**src/rtl/xinit_pkg.sv**
```systemverilog
package xinit_pkg;

  typedef enum logic [1:0] {
    PH_RESET = 2'd0,
    PH_CLEAR = 2'd1,
    PH_WAIT  = 2'd2,
    PH_RUN   = 2'd3
  } phase_t;

  typedef struct packed {
    logic       law;
    logic       en;
    logic [1:0] mode;
  } chan_cfg_t;

  // strobe fell between the previous sample and the current one
  function automatic logic strobe_fell(input logic prev, input logic cur);
    return prev & ~cur;
  endfunction

  // strobe changed level between two samples
  function automatic logic strobe_moved(input logic prev, input logic cur);
    return prev ^ cur;
  endfunction

  // true while a step count still lies inside a guard window
  function automatic logic in_guard(input int step, input int guard);
    return step < guard;
  endfunction

endpackage

```
**src/rtl/xinit_rst_filt.sv**
```systemverilog
module xinit_rst_filt #(
  parameter int MIN_LOW = 2,
  localparam int LW = $clog2(MIN_LOW + 1)
) (
  input  logic clk,
  input  logic por_n,
  input  logic rst_n,
  output logic acc,
  output logic rel
);

  localparam logic [LW-1:0] LOW_MAX = LW'(MIN_LOW);

  logic [LW-1:0] low_cnt;

  // consecutive low samples, saturating; power-on counts as a full-width pulse
  always_ff @(posedge clk or negedge por_n) begin
    if (!por_n)                low_cnt <= LOW_MAX;
    else if (rst_n)            low_cnt <= '0;
    else if (low_cnt != LOW_MAX) low_cnt <= low_cnt + 1'b1;
  end

  // this low sample brings the run to the minimum width
  assign acc = !rst_n && (low_cnt >= LOW_MAX - 1'b1);
  // first high sample after an accepted pulse
  assign rel = rst_n && (low_cnt == LOW_MAX);

endmodule

```
**src/rtl/xinit_clr_seq.sv**
```systemverilog
module xinit_clr_seq
  import xinit_pkg::*;
#(
  parameter int CLR_CYCLES = 726,
  parameter int CE_GUARD   = 6,
  localparam int AW = $clog2(CLR_CYCLES)
) (
  input  logic          clk,
  input  logic          por_n,
  input  logic          start,
  input  logic          active,
  input  logic          ce_edge,
  output logic [AW-1:0] addr,
  output logic          last,
  output logic          early
);

  localparam logic [AW-1:0] LAST_ADDR = AW'(CLR_CYCLES - 1);

  logic [AW-1:0] step;

  always_ff @(posedge clk or negedge por_n) begin
    if (!por_n)      step <= '0;
    else if (start)  step <= '0;
    else if (active) step <= step + 1'b1;
  end

  assign addr  = active ? step : '0;
  assign last  = active && (step == LAST_ADDR);
  assign early = active && ce_edge && in_guard(int'(step), CE_GUARD);

endmodule

```
**src/rtl/xinit_slot_mon.sv**
```systemverilog
module xinit_slot_mon
  import xinit_pkg::*;
#(
  parameter int SLOT_CLKS = 45,
  localparam int PW = $clog2(SLOT_CLKS + 1) + 1
) (
  input  logic      clk,
  input  logic      por_n,
  input  logic      clr,
  input  logic      take,
  input  logic      init_req,
  input  chan_cfg_t cfg_in,
  output logic      fire,
  output chan_cfg_t cfg_q,
  output logic      bad
);

  localparam logic [PW-1:0] PER_MAX  = '1;
  localparam logic [PW-1:0] PER_GOOD = PW'(SLOT_CLKS);

  logic [PW-1:0] per;
  logic          ipend;

  function automatic logic [PW-1:0] sat_step(input logic [PW-1:0] v);
    return (v == PER_MAX) ? v : v + 1'b1;
  endfunction

  always_ff @(posedge clk or negedge por_n) begin
    if (!por_n) begin
      per   <= '0;
      ipend <= 1'b0;
      cfg_q <= '0;
      fire  <= 1'b0;
    end else begin
      fire <= take && init_req;
      if (clr) begin
        per   <= '0;
        ipend <= 1'b0;
        cfg_q <= '0;
      end else if (take) begin
        per   <= PW'(1);
        ipend <= init_req;
        cfg_q <= cfg_in;
      end else begin
        per   <= sat_step(per);
      end
    end
  end

  // slot closing now began with a request and has the wrong length
  assign bad = take && ipend && (per != PER_GOOD);

endmodule

```
**src/rtl/xcode_init_seq.sv**
```systemverilog
module xcode_init_seq
  import xinit_pkg::*;
#(
  parameter int MIN_LOW    = 2,
  parameter int CLR_CYCLES = 726,
  parameter int CE_GUARD   = 6,
  parameter int SLOT_CLKS  = 45,
  localparam int ADDR_W = $clog2(CLR_CYCLES)
) (
  input  logic              clk,
  input  logic              por_n,
  input  logic              rst_n,
  input  logic              ce,
  input  logic              init_req,
  input  logic              cfg_law,
  input  logic              cfg_en,
  input  logic [1:0]        cfg_mode,
  output logic              clr_en,
  output logic [ADDR_W-1:0] clr_addr,
  output logic              busy,
  output logic              resume,
  output logic              init_fire,
  output logic              init_law,
  output logic              init_en,
  output logic [1:0]        init_mode,
  output logic              err_ce_early,
  output logic              err_slot
);

  phase_t    ph;
  logic      ce_q;
  logic      resume_q;
  logic      e_early_q;
  logic      e_slot_q;

  // named internal events
  logic      rst_acc;
  logic      rst_rel;
  logic      ce_edge;
  logic      ce_fall;
  logic      clr_last;
  logic      ce_early;
  logic      slot_take;
  logic      slot_bad;
  chan_cfg_t cfg_in;
  chan_cfg_t cfg_cap;

  assign ce_edge   = strobe_moved(ce_q, ce);
  assign ce_fall   = strobe_fell(ce_q, ce);
  assign slot_take = ce_fall && (ph == PH_WAIT || ph == PH_RUN) && !rst_acc;
  assign cfg_in    = '{law: cfg_law, en: cfg_en, mode: cfg_mode};

  xinit_rst_filt #(.MIN_LOW(MIN_LOW)) u_filt (
    .clk   (clk),
    .por_n (por_n),
    .rst_n (rst_n),
    .acc   (rst_acc),
    .rel   (rst_rel)
  );

  xinit_clr_seq #(.CLR_CYCLES(CLR_CYCLES), .CE_GUARD(CE_GUARD)) u_clr (
    .clk     (clk),
    .por_n   (por_n),
    .start   (rst_rel),
    .active  (ph == PH_CLEAR),
    .ce_edge (ce_edge),
    .addr    (clr_addr),
    .last    (clr_last),
    .early   (ce_early)
  );

  xinit_slot_mon #(.SLOT_CLKS(SLOT_CLKS)) u_slot (
    .clk      (clk),
    .por_n    (por_n),
    .clr      (rst_acc),
    .take     (slot_take),
    .init_req (init_req),
    .cfg_in   (cfg_in),
    .fire     (init_fire),
    .cfg_q    (cfg_cap),
    .bad      (slot_bad)
  );

  always_ff @(posedge clk or negedge por_n) begin
    if (!por_n) begin
      ph        <= PH_RESET;
      ce_q      <= 1'b0;
      resume_q  <= 1'b0;
      e_early_q <= 1'b0;
      e_slot_q  <= 1'b0;
    end else begin
      ce_q     <= ce;
      resume_q <= (ph == PH_WAIT) && ce_fall && !rst_acc;
      if (rst_acc) begin
        ph        <= PH_RESET;
        e_early_q <= 1'b0;
        e_slot_q  <= 1'b0;
      end else begin
        e_early_q <= e_early_q | ce_early;
        e_slot_q  <= e_slot_q | slot_bad;
        if (rst_rel) begin
          ph <= PH_CLEAR;
        end else begin
          case (ph)
            PH_CLEAR: if (clr_last) ph <= PH_WAIT;
            PH_WAIT:  if (ce_fall)  ph <= PH_RUN;
            default:  ph <= ph;
          endcase
        end
      end
    end
  end

  assign clr_en       = (ph == PH_CLEAR);
  assign busy         = (ph != PH_RUN);
  assign resume       = resume_q;
  assign init_law     = cfg_cap.law;
  assign init_en      = cfg_cap.en;
  assign init_mode    = cfg_cap.mode;
  assign err_ce_early = e_early_q;
  assign err_slot     = e_slot_q;

endmodule

```
**config.mk**
```make
export PLATFORM = sky130hd
export DESIGN_NAME = xcode_init_seq
export DESIGN_NICKNAME = d
export VERILOG_FILES = /design/src/rtl/xinit_pkg.sv /design/src/rtl/xinit_rst_filt.sv /design/src/rtl/xinit_clr_seq.sv /design/src/rtl/xinit_slot_mon.sv /design/src/rtl/xcode_init_seq.sv
export SDC_FILE = /design/constraint.sdc
export NUM_CORES = 1
export LEC_CHECK = 0
export CAP_MARGIN = 20
export CORE_ASPECT_RATIO = 0.6
export CORE_MARGIN = 1.5
export CORE_UTILIZATION = 46
export CTS_CLUSTER_SIZE = 20
export DETAILED_ROUTE_END_ITERATION = 12
export HOLD_SLACK_MARGIN = 0.02
export PLACE_DENSITY = 0.74
export SYNTH_ARGS = -nofsm -noshare
export SYNTH_HDL_FRONTEND = slang
export SYNTH_SLANG_ARGS = --single-unit
export TNS_END_PERCENT = 20
```
**constraint.sdc**
```tcl
create_clock -name clk -period 1.7 [get_ports clk]
set_input_delay 0.425 -clock clk [delete_from_list [all_inputs] [get_ports clk]]
set_output_delay 0.425 -clock clk [all_outputs]
set_load 0.02 [all_outputs]
```
==> results of run 1 <==
[logic make-up after synthesis]
kind of cell	after synthesis	synth area share, %
XOR/XNOR	10	5.46
AND/OR/NAND/NOR	72	23.9
multiplexers	2	1.33
AO/OA/AOI/OAI	25	10.3
buffers and inverters	12	2.81
flip-flops	31	48.4
adder cells (fa/ha/maj)	10	7.80
[final cells by class]
class	count	share of cell area, %
clock buffers	7	4.19
clock inverters	1	0.327
inverters	10	1.63
multi-input cells	119	36.8
flip-flops and latches	31	33.9
well taps	45	2.45
repair buffers	51	20.6
[through the flow]
stage               total power, W  std cells  worst slack (ns)  utilization [%]  setup TNS, ns
finish                     0.00363        264           -0.0612             70.0         -0.290
global route               0.00388        264            -0.103             70.0         -0.775
CTS                        0.00352        264           -0.0487             68.1         -0.216
detailed placement         0.00276        253            -0.295             63.9          -5.20
global placement           0.00266        253            -0.198             63.9          -3.52
floorplan                  0.00205        162            0.0401                -              0
[worst max path at each step]
| stage | startpoint | to | slack, ns | cells after the start |
|---|---|---|---|---|
| floorplan | ph[1]$_DFFE_PN0P_ | clr_addr[9] | 0.04 | 4 |
| global placement | ph[1]$_DFFE_PN0P_ | clr_addr[2] | -0.20 | 4 |
| detailed placement | ce | ph[0]$_DFFE_PN0P_ | -0.29 | 7 |
| CTS | ph[0]$_DFFE_PN0P_ | clr_addr[9] | -0.05 | 4 |
| global route | ph[1]$_DFFE_PN0P_ | clr_addr[2] | -0.10 | 5 |
| finish | ce | ph[0]$_DFFE_PN0P_ | -0.06 | 7 |
[synth_stat cells, types with 3 or more instances]
library cell  number
ha_1              10
nor2_1            21
and4_1             3
dfrtp_1           30
xor2_1             6
nand4_1            3
inv_1             10
a21oi_1            8
a31oi_1            5
nand2_1           15
a211oi_1           5
and3_1             4
nand3_1            5
xnor2_1            4
and2_1            10
nor3_1             3
[state kept, by name, indices dropped and copies added, names as in the netlist]
signal,flops
u_slot.fire,1
u_clr.step,10
resume,1
u_slot.per,7
ce_q,1
err_ce_early,1
u_slot.cfg_q,4
u_slot.ipend,1
err_slot,1
u_filt.low_cnt,2
ph,2
[power groups by stage]
stage | combinational (W) | sequential, W | clock, W
floorplan | 0.000758 | 0.00129 | 0
global placement | 0.00145 | 0.00122 | 0
detailed placement | 0.00152 | 0.00123 | 0
CTS | 0.00162 | 0.00124 | 0.000661
global route | 0.00188 | 0.00130 | 0.000698
finish | 0.00172 | 0.00126 | 0.000653
[per-layer routing]
layer,vias to the layer above,track usage [%],part of all wire (%)
met5,-,0,0
met4,0,9.36,1.8
met3,8,5.66,7.8
met2,50,36.3,45
met1,673,33.5,45
li1,674,-,-
[worst max-delay path, cell delays in order]
cell and delay (ns):
clkdlybuf4s50_1 0.49, inv_1 0.05, ha_1 0.24, inv_1 0.13, a21oi_2 0.08, and4_1 0.20
a311o_1 0.31
[what timing repair did]
| action | 4_1_cts | 5_1_grt |
|---|---|---|
| gates cloned | 0 | 0 |
| buffers inserted | 3 | 0 |
| pin swaps | 2 | 5 |
| resized for setup | 71 | 21 |
| setup endpoints to repair | 14 | 28 |
==> run summary, run 1 <==
R2R cell count = 5
max-cap viol count = 0
Synth Register Bits = 31
DRT iter0 DRCs = 65
CTS Buf Count = 5
CP Data Arrival Time = 1.93 ns
placed cell areas = 2100 sq um
vias in the first global route = 1415
reg-to-reg critical path startpoint = u_filt.low_cnt[1]$_DFFE_PN1P_
largest net degree at the start of global routing = 27
Final period util = 104%
share of layout cells above drive strength 1 = 31.1%
via count = 1405
Initial Util = 48.9%
vias per cell = 5.32
RR Endpoint = ph[0]$_DFFE_PN0P_
1st-pass router iterations = 4
fin crit period = 1.76 ns
I/O pins = 29
worst clock skew = 0.0109 ns
multi-input logic area = 846 sq um
r2r setup slk = -0.01 ns
commonest cells after routing, fill and taps aside = dfrtp_1 (28), buf_4 (24), nor2_1 (19)
num rows = 16
number of H-tree levels = 2
Critical Path End Type = register
CTS max path bufs = 2
Int Pwr = 0.00218 W
# DRC = 0
die span in y = 48.7 microns
EDFF count, synth = 0
area leader, netlist = dfrtp_1
Synth Instances = 162
hpwl dp = 2900 microns
routed length per instance = 15.8 microns
Max Fclk = 568 MHz
Area Overhead vs Synth = 43.2%
FF+latch area = 779 sq um
Worst EP required = 1.87 ns
Slew Viols, Final = 0
crit path kind = in -> reg
Seq/Total Area, Yosys = 48.4%
clk root buf = clkbuf_8
CTS tree = done
grt total ovfl = 0
post-synthesis cell type count = 34
die width = 79.2 microns
# setup viols final = 6
Design Area, Final = 2300 sq um
die area = 3860 sq um
Worst-Skew Late Latency = 0.29 ns
Comb power frac = 47.3%
VDD IR max = 1020 uV
final WL = 4160 microns
first-pass GRT wire length = 6820 microns
routability cong. = 0.870
failing checks = setup timing
Reg power frac = 34.7%
Worst-Margin Slew = 0.323 ns
CTS sink cnt = 31
Clock power frac = 18.0%
Fill cells = 244
unrepaired setup endpoints after global routing = yes
asr flop ratio synth = 100%
initial antenna violation count = 0
Slew headroom = 78.4%
element type at the critical path start = input port
commonest non-fill, non-tap cell in the layout = dfrtp_1
ANT nets after route = 0
mean post-synth cell area = 9.90 sq um
Most used DFF post-synth = dfrtp_1
gr usage total = 24.0%
sw power = 0.00145 W
Leak = 1.13 nW
Synth top area share = 46.8%
top cells by area, synth = dfrtp_1 (47%), ha_1 (7.8%), nor2_1 (4.9%), and2_1 (3.9%), nand2_1 (3.5%)
PwrDens = 1580 nW/um^2
Hold Crit Class = in -> async
Sw Share = 39.8%
Core ar. = 3280 sq um
Yosys Warn Count = 0
status = complete, but fails checks
I/O Buffers = 28
layout net count = 237
WHS = 0.393 ns
Mapped Area = 1600 sq um
cts hold-fix bufs = 0
Inserted Diodes = 0
final setup margin = -0.0612 ns
Post-Syn Nets = 181
crit path max fanout = 3
CTS clk-pin slew, worst paths = 0.07 ns
endpoints failing hold = 0
Power figures use the tool's default switching activity.
==> run 2: changes to the inputs <==
--- a/config.mk
+++ b/config.mk
@@ -7,12 +7,12 @@
 export LEC_CHECK = 0
 export CAP_MARGIN = 20
 export CORE_ASPECT_RATIO = 0.6
-export CORE_MARGIN = 1.5
 export CORE_UTILIZATION = 46
 export CTS_CLUSTER_SIZE = 20
 export DETAILED_ROUTE_END_ITERATION = 12
 export HOLD_SLACK_MARGIN = 0.02
 export PLACE_DENSITY = 0.74
+export SLEW_MARGIN = 20
 export SYNTH_ARGS = -nofsm -noshare
 export SYNTH_HDL_FRONTEND = slang
 export SYNTH_SLANG_ARGS = --single-unit
==> run summary, run 2 (synthesis gave the netlist of run 1 again) <==
status = complete, but fails checks
failing checks = setup timing
Layout Utilization = 69.9%
Leak = 1.15 nW
routability cong. = 0.877
commonest cells after routing, fill and taps aside = dfrtp_1 (30), buf_4 (21), nor2_1 (20)
die span in y = 47.7 microns
1st-pass router iterations = 4
Max Fclk = 571 MHz
CTS Buf Count = 5
vias in the first global route = 1334
Non-Filler Instances = 264
commonest non-fill, non-tap cell in the layout = dfrtp_1
placed instance count = 253
RR Endpoint = ph[0]$_DFFE_PN0P_
CTS max path bufs = 2
final WL = 3970 microns
element type at the critical path start = register
DRT iter0 DRCs = 52
first-pass GRT wire length = 6210 microns
Inserted Diodes = 0
worst clock skew = 0.00613 ns
CTS tree = done
setup_tns = -0.235 ns
R2R cell count = 5
Worst EP required = 1.27 ns
Critical Path End Type = primary output
ANT nets after route = 0
Largest regs = u_clr.step (10), u_slot.per (7), u_slot.cfg_q (4)
layout net count = 237
r2r setup slk = 0.01 ns
critical path startpoint = ph[0]$_DFFE_PN0P_
Slew headroom = 80.0%
CP Data Arrival Time = 1.33 ns
largest net degree at the start of global routing = 32
Area Overhead vs Synth = 43.0%
routed length per instance = 15.0 microns
via count = 1442
Worst-Margin Slew = 0.300 ns
crit path max fanout = 5
Hold Crit Class = in -> async
share of layout cells above drive strength 1 = 28.3%
fin crit period = 1.75 ns
Comb power frac = 45.3%
total power = 0.00364 W
reg-to-reg critical path startpoint = u_clr.step[0]$_DFFE_PN0P_
Reg power frac = 33.9%
die area = 3730 sq um
crit path kind = reg -> out
Slew Viols, Final = 0
Core ar. = 3280 sq um
I/O Buffers = 28
initial antenna violation count = 0
vias per cell = 5.46
unrepaired setup endpoints after global routing = yes
Sw Share = 37.8%
Worst-Skew Late Latency = 0.29 ns
number of H-tree levels = 2
placed cell areas = 2100 sq um
Final period util = 103%
clk root buf = clkbuf_8
sw power = 0.00137 W
gr usage total = 23.1%
Int Pwr = 0.00227 W
I/O pins = 29
CTS clk-pin slew, worst paths = 0.07 ns
Clock power frac = 20.8%
max-cap viol count = 0
die width = 78.2 microns
Largest register FFs = 10
CTS sink cnt = 31
VDD IR max = 1060 uV
PwrDens = 1590 nW/um^2
# setup viols final = 9
Initial Util = 48.9%
Design Area, Final = 2290 sq um
endpoints failing hold = 0
hpwl dp = 2770 microns
final setup margin = -0.0514 ns
num rows = 16
grt total ovfl = 0
# DRC = 0
Biggest register = u_clr.step
Critical Path End = clr_addr[8]
run 2: cell types whose count changed in the layout (fill, tap and decap cells not counted), moves of 2 or more:
cell / before / now
dfrtp_2: 2 / 0
buf_4: 24 / 21
dfrtp_1: 28 / 30
and2_1: 6 / 4
buf_2: 1 / 4
run 2: power groups by stage:
stage                     Sequential [W]  Combinational (W)  Clock (W)
after floorplan                  0.00129           0.000758          0
final                            0.00123            0.00165   0.000759
after CTS                        0.00122            0.00160   0.000776
after global routing             0.00126            0.00182   0.000801
after detailed placement         0.00123            0.00151          0
after global placement           0.00121            0.00145          0
run 2: through the flow:
stage / setup slack (ns) / hold slack [ns]
finish: -0.0514 / 0.499
detailed placement: -0.294 / 0.502
CTS: -0.0579 / 0.500
floorplan: 0.0401 / 0.129
global placement: -0.211 / 0.489
global route: -0.0894 / 0.523
run 2: critical path, stage by stage (launching register included):
cell     delay, ns
dfrtp_1       0.42
ha_4          0.20
buf_12        0.12
and2_1        0.14
buf_2         0.15
run 2: timing repair:
action / 4_1_cts / 5_1_grt
pin swaps: 2 / 3
setup buffers: 3 / 0
gates resized for setup: 63 / 20
hold buffers: 0 / 0
setup endpoints to repair: 15 / 27
run 2: per-layer routing:
metal	global-route usage, %	vias to the layer above	wire, microns
met1	31.1	715	1880
li1	-	677	-
met5	0	-	0
met3	5.52	7	234
met4	10.0	0	57
met2	37.0	43	1800
run 2: how the worst min path moves through the flow:
| stage | startpoint | to | slack (ns) | depth (start not counted) |
|---|---|---|---|---|
| floorplan | por_n | ce_q$_DFF_PN0_ | 0.13 | 0 |
| global placement | err_slot$_DFF_PN0_ | err_slot$_DFF_PN0_ | 0.49 | 2 |
| detailed placement | err_ce_early$_DFF_PN0_ | err_ce_early$_DFF_PN0_ | 0.50 | 2 |
| CTS | por_n | u_slot.ipend$_DFFE_PN0P_ | 0.50 | 2 |
| global route | por_n | u_clr.step[5]$_DFFE_PN0P_ | 0.52 | 2 |
| finish | por_n | u_slot.cfg_q[2]$_DFFE_PN0P_ | 0.50 | 2 |
run 2: area by class of cell:
cell class	instances	area [sq um]
Tap cell	45	56.3
Fill cell	266	990
Inverter	10	37.5
Clock buffer	6	82.6
Sequential cell	31	777
Timing Repair Buffer	51	474
Multi-Input combinational cell	119	831
Clock inverter	2	35.0
